$ cat src/rtl/clkdiv_pkg.sv
package clkdiv_pkg;
  localparam int SEL_W   = 3;
  localparam int MAX_DIV = 16;
  localparam int DIV_W   = $clog2(MAX_DIV + 1);
  localparam int CNT_W   = $clog2(MAX_DIV);

  function automatic logic [DIV_W-1:0] ratio_f(input logic [SEL_W-1:0] sel);
    logic [DIV_W-1:0] r;
    case (sel)
      3'd0:    r = DIV_W'(1);
      3'd1:    r = DIV_W'(2);
      3'd2:    r = DIV_W'(3);
      3'd3:    r = DIV_W'(4);
      3'd4:    r = DIV_W'(6);
      3'd5:    r = DIV_W'(8);
      3'd6:    r = DIV_W'(12);
      default: r = DIV_W'(16);
    endcase
    return r;
  endfunction
endpackage

$ cat src/rtl/clkdiv_sync.sv
module clkdiv_sync #(
  parameter int STAGES = 2
) (
  input  logic clk_i,
  input  logic rst_ni,
  input  logic d_i,
  output logic q_o
);
  logic [STAGES-1:0] sync_q;

  generate
    if (STAGES == 1) begin : g_one
      always_ff @(posedge clk_i or negedge rst_ni)
        if (!rst_ni) sync_q <= '0;
        else         sync_q <= d_i;
    end else begin : g_chain
      always_ff @(posedge clk_i or negedge rst_ni)
        if (!rst_ni) sync_q <= '0;
        else         sync_q <= {sync_q[STAGES-2:0], d_i};
    end
  endgenerate

  assign q_o = sync_q[STAGES-1];
endmodule

$ cat src/rtl/clkdiv_core.sv
module clkdiv_core
  import clkdiv_pkg::*;
(
  input  logic             clk_i,
  input  logic             rst_ni,
  input  logic             run_i,
  input  logic [SEL_W-1:0] sel_i,
  output logic [DIV_W-1:0] div_o,
  output logic [CNT_W-1:0] cnt_o,
  output logic             pos_o
);
  logic [DIV_W-1:0] div_q, div_d;
  logic [CNT_W-1:0] cnt_q, cnt_d;
  logic             pos_q, pos_d;
  logic             wrap;
  logic [DIV_W-1:0] half;

  assign wrap = (cnt_q == CNT_W'(div_q - DIV_W'(1)));

  always_comb begin
    // ratio reloads only at period end or while idle
    if (!run_i || wrap) begin
      cnt_d = '0;
      div_d = ratio_f(sel_i);
    end else begin
      cnt_d = cnt_q + CNT_W'(1);
      div_d = div_q;
    end
    half = div_d >> 1;
    if (div_d == DIV_W'(1))      pos_d = 1'b0;
    else if (div_d == DIV_W'(3)) pos_d = (cnt_d == CNT_W'(2));
    else                         pos_d = (DIV_W'(cnt_d) >= half);
    pos_d = pos_d & run_i;
  end

  always_ff @(posedge clk_i or negedge rst_ni) begin
    if (!rst_ni) begin
      div_q <= ratio_f('0);
      cnt_q <= '0;
      pos_q <= 1'b0;
    end else begin
      div_q <= div_d;
      cnt_q <= cnt_d;
      pos_q <= pos_d;
    end
  end

  assign div_o = div_q;
  assign cnt_o = cnt_q;
  assign pos_o = pos_q;
endmodule

$ cat src/rtl/clkdiv_out.sv
module clkdiv_out
  import clkdiv_pkg::*;
(
  input  logic             clk_i,
  input  logic             rst_ni,
  input  logic             run_i,
  input  logic [DIV_W-1:0] div_i,
  input  logic [CNT_W-1:0] cnt_i,
  input  logic             pos_i,
  output logic             clk_o
);
  logic neg_q;   // extends the /3 high phase by half a cycle
  logic gate_q;  // bypass gate, changes only while clk_i is low

  always_ff @(negedge clk_i or negedge rst_ni) begin
    if (!rst_ni) begin
      neg_q  <= 1'b0;
      gate_q <= 1'b0;
    end else begin
      neg_q  <= run_i && (div_i == DIV_W'(3)) && (cnt_i == CNT_W'(1));
      gate_q <= run_i && (div_i == DIV_W'(1));
    end
  end

  assign clk_o = pos_i | neg_q | (clk_i & gate_q);
endmodule

$ cat src/rtl/clk_out_div.sv
module clk_out_div
  import clkdiv_pkg::*;
#(
  parameter int SYNC_STAGES = 2
) (
  input  logic             clk_i,
  input  logic             rst_ni,
  input  logic             en_i,
  input  logic [SEL_W-1:0] ratio_sel_i,
  input  logic             pin_is_input_i,
  output logic             clk_o,
  output logic             pin_oe_o
);
  logic             run;
  logic [DIV_W-1:0] div;
  logic [CNT_W-1:0] cnt;
  logic             pos;

  clkdiv_sync #(.STAGES(SYNC_STAGES)) i_sync (
    .clk_i  (clk_i),
    .rst_ni (rst_ni),
    .d_i    (en_i & ~pin_is_input_i),
    .q_o    (run)
  );

  clkdiv_core i_core (
    .clk_i  (clk_i),
    .rst_ni (rst_ni),
    .run_i  (run),
    .sel_i  (ratio_sel_i),
    .div_o  (div),
    .cnt_o  (cnt),
    .pos_o  (pos)
  );

  clkdiv_out i_out (
    .clk_i  (clk_i),
    .rst_ni (rst_ni),
    .run_i  (run),
    .div_i  (div),
    .cnt_i  (cnt),
    .pos_i  (pos),
    .clk_o  (clk_o)
  );

  assign pin_oe_o = run & ~pin_is_input_i;
endmodule

$ cat config.mk
export PLATFORM = sky130hd
export DESIGN_NAME = clk_out_div
export DESIGN_NICKNAME = d
export VERILOG_FILES = /design/src/rtl/clkdiv_pkg.sv /design/src/rtl/clkdiv_sync.sv /design/src/rtl/clkdiv_core.sv /design/src/rtl/clkdiv_out.sv /design/src/rtl/clk_out_div.sv
export SDC_FILE = /design/constraint.sdc
export NUM_CORES = 1
export LEC_CHECK = 0
export ABC_AREA = 0
export BUFFER_PORTS_ARGS = -buffer_cell sky130_fd_sc_hd__clkbuf_2
export CORE_MARGIN = 2
export CORE_UTILIZATION = 45
export CTS_CLUSTER_SIZE = 14
export DETAILED_ROUTE_END_ITERATION = 8
export HOLD_SLACK_MARGIN = 0.06
export PLACE_DENSITY = 0.75
export SLEW_MARGIN = 25
export SYNTH_ARGS = -nofsm -noshare
export SYNTH_HDL_FRONTEND = slang
export SYNTH_SLANG_ARGS = --single-unit
$ cat constraint.sdc
create_clock -name clk_i -period 4.1 [get_ports clk_i]
set_input_delay 1.23 -clock clk_i [delete_from_list [all_inputs] [get_ports clk_i]]
set_output_delay 1.23 -clock clk_i [all_outputs]
set_load 0.02 [all_outputs]
**Word-level counts from Yosys, hierarchy flattened**

Cells that the tools add are included.

- Flip-flop bits (word level): 14
- Bits of input ports: 7
- Output and inout bits: 2

- $add $sub $neg: 2
- Order comparisons: 1
- Eq/ne operators: 13
- Multiplexer cells: 5
- Bitwise operators: 7
- Reduce and logical (&&, ||, !) cells: 6

Operators with widths:

| cell | count |
|---|---|
| $pmux 5 s7 | 1 |
| $eq 5x1->1 const B | 2 |
| $eq 5x2->1 const B | 2 |
| $eq 3x3->1 const B | 3 |
| $eq 3x2->1 const B | 2 |
| $mux 5 | 1 |
| $add 4x1->4 const B | 1 |
| $and 1x1->1 | 4 |
| $eq 4x1->1 const B | 1 |
| $eq 4x2->1 const B | 1 |
| $eq 4x4->1 | 1 |
| $ge 4x4->1 | 1 |
| $mux 4 | 1 |
| $sub 4x1->4 const B | 1 |
| $eq 3x1->1 const B | 1 |
| $logic_and 1x1->1 | 3 |
| $logic_not 3->1 | 1 |
| $mux 1 | 2 |
| $or 1x1->1 | 2 |
| $logic_not 1->1 | 1 |
| $logic_or 1x1->1 | 1 |
| $not 1->1 | 1 |

**Depth between registers and ports, before layout**

- Word-level depth: 8
- Depth in mapped cells: 15
- Mapped depth without buffers: 14

**Cells and area by module**

Synthesis repeated with hierarchy kept, for this count alone.

- Cells, all modules: 86
- Area total of the unflattened synthesis: 884.6 µm²

By module, submodules not included:

| module | times used | cells an instance | area each (µm²) | seq. area each (µm²) |
|---|---|---|---|---|
| clkdiv_core | 1 | 73 | 724.4 | 251.5 |
| clkdiv_out | 1 | 9 | 97.6 | 50.0 |
| clkdiv_sync | 1 | 2 | 50.0 | 50.0 |
| clk_out_div | 1 | 2 | 12.5 | 0.0 |

==> summary.txt <==
Global route
  • Initial antenna violation count: 0
  • GR Overflow Total: 0
  • Vias in the first global route: 740
  • First-pass GRT wire length: 3.03 mm
  • Total track usage: 17.2%
  • Largest net degree at the start of global routing: 15

Detailed routing
  • Via count: 665
  • Routed Antenna Nets: 0
  • DRT Pass-1 Iters: 2
  • Post-Route WL: 1.60 mm
  • DR vias/cell: 5.08
  • Post-route DRC: 0
  • Wire per inst: 12.2 µm
  • DR iter-0 viols: 5

Layout
  • Commonest non-fill, non-tap cell in the layout: dfrtp_1
  • Most frequent cells in the layout: 11 x dfrtp_1, 9 x nor2_1, 9 x ha_1, 7 x inv_1, 7 x clkbuf_2
  • P&R area growth vs syn: 13.0%
  • NumNets Final: 121
  • FF+latch area: 352 µm²
  • # fillers: 190
  • Multi-input logic area: 537 µm²
  • N_diodes: 0
  • Layout cells sized above 1: 27.9%
  • Final std cells w/o fill: 131

Power
  • Static leakage: 0.522 nW
  • Peak supply drop: 223 µV
  • Power Dens Cells: 358 mW/mm²

Placement
  • IO Port Bufs: 8
  • Routability congestion estimate: 0.850
  • Post-Place Worst Slack: 107 ps
  • Placed Cells: 124
  • Post-DP HPWL: 1.24 mm

Die
  • Row count: 16
  • Die span in y: 49.8 µm
  • Core area: 0.00196 mm²
  • I/O Pins: 9
  • Starting Density: 48.2%
  • Die width: 49.8 µm
  • Die ar.: 0.00248 mm²

Worst setup path
  • Critical path class: flip-flop to output pin
  • CP required: 2870 ps
  • CP max FO: 1
  • CP Capture Type: output pin
  • CP Launch Type: flip-flop
  • Crit path arrival time: 3200 ps

Synthesis
  • Syn avg cell area: 10.4 µm²
  • Mapped Area: 945 µm²
  • Synth Warn #: 0
  • Register bit count reported by yosys: 14
  • Synth Instances: 91
  • Synth unique cells: 36
  • Post-Synthesis Net Count: 107
  • Sequential-to-total area share from yosys stat: 37.2%

Flow run
  • Reported max-cap violation count: 0

STA
  • Final setup violating endpoints: 1
  • Final WS setup: -330 ps
  • Final hold vios: 0
  • Setup Skew: 14.0 ps
  • RSZ-0062 raised after global routing: yes
  • Worst Tran Pin Value: 429 ps
  • Worst hold slack: 364 ps
  • Fin. max-slew vios: 0
  • Slew margin rel.: 71.1%
  • Sum Neg Setup Slack: -330 ps

Outcome
  • Status: finished, violations left
  • Failing checks: setup timing

Clocking
  • CTS tree: done
  • Clock Latency Late Sink: 400 ps
  • Post-CTS Setup Inserts: 0
  • Worst-path clk slew: 80 ps

Worst hold path
  • Worst Hold Class: flip-flop to flip-flop
## critical path, stage by stage (launching register included)
cell      delay [ps]
dfrtn_1          330
a211o_1          270
clkbuf_8         150
## area by class of cell
cell class | count | share of cell area (%)
multi-input cells | 66 | 50.3
flip-flops and latches | 14 | 32.9
clock buffers | 8 | 6.80
repair buffers | 8 | 3.99
well taps | 27 | 3.17
inverters | 8 | 2.81
## flip-flops by register name (all words and copies together), names as in the netlist
signal / flops
i_core.cnt_o: 4
i_core.div_o: 5
i_core.pos_o: 1
i_out.gate_q: 1
i_out.neg_q: 1
i_sync.sync_q: 2
## final timing paths
path                                  start               end  slack [ps]  cells past startpoint
min reg2reg                i_sync.sync_q[0]  i_sync.sync_q[1]         360                      0
min                        i_sync.sync_q[0]  i_sync.sync_q[1]         360                      0
max reg2reg                 i_core.div_o[0]      i_core.pos_o        1020                     14
max                            i_out.gate_q             clk_o        -330                      2
min in group asynchronous            rst_ni   i_core.cnt_o[3]         720                      1
max in group asynchronous            rst_ni       i_out.neg_q        1150                      1
## logic make-up after synthesis
group,Yosys count,share of synthesized area [%]
xor gates and xnor gates,10,11.7
AOI/OAI and AO/OA,15,13.8
muxes,4,4.37
adders and majority gates,9,11.9
buffers and inverters,11,5.96
and+or+nand+nor,28,15.1
DFF,14,37.2
## through the flow
step / area, µm² / util [%] / power (mW)
after detailed placement: 1000 / 51.0 / 0.242
after global routing: 1070 / 54.4 / 0.408
after global placement: 1000 / 51.0 / 0.238
final: 1070 / 54.4 / 0.382
after floorplan: 945 / - / 0.222
after CTS: 1070 / 54.4 / 0.388
## synthesized netlist by cell type, drive strengths merged
library cell,instances,area [µm²]
nor2b,3,18.8
clkbuf,1,3.75
o31ai,1,21.3
and4,1,8.76
dfrtp,11,275
o21ai,5,28.8
a21o,1,7.51
or2,1,6.26
buf,2,22.5
dfstp,1,26.3
and2,1,6.26
mux2,1,11.3
a21oi,3,15.0
xor2,4,35.0
inv,8,30.0
nor3,2,15.0
nand2b,1,6.26
o311ai,1,8.76
a22oi,1,12.5
nand3,2,10.0
and3,1,6.26
or3,1,6.26
a31oi,2,27.5
ha,9,113
nor2,10,40.0
nand2,5,18.8
xnor2,6,75.1
a211o,1,8.76
dfrtn,2,50.1
mux2i,3,30.0
## per-layer routing
layer	vias up	wire (µm)	global-route usage, %
li1	331	-	-
met1	322	733	18.6
met2	10	767	27.3
met3	2	88	10.3
met4	0	14	6.48
met5	-	0	0
## what timing repair did
action,4_1_cts,5_1_grt
pin swaps,1,0
setup endpoints to repair,1,1
gates resized for setup,2,0
hold buffers,0,0
## power breakdown
part           total (mW)  switching, mW  internal (mW)
Clock               0.146         0.0572         0.0889
Combinational      0.0768         0.0415         0.0353
Sequential          0.159         0.0118          0.147
Total               0.382          0.110          0.271
No activity file was read; power rests on OpenSTA's default activity.
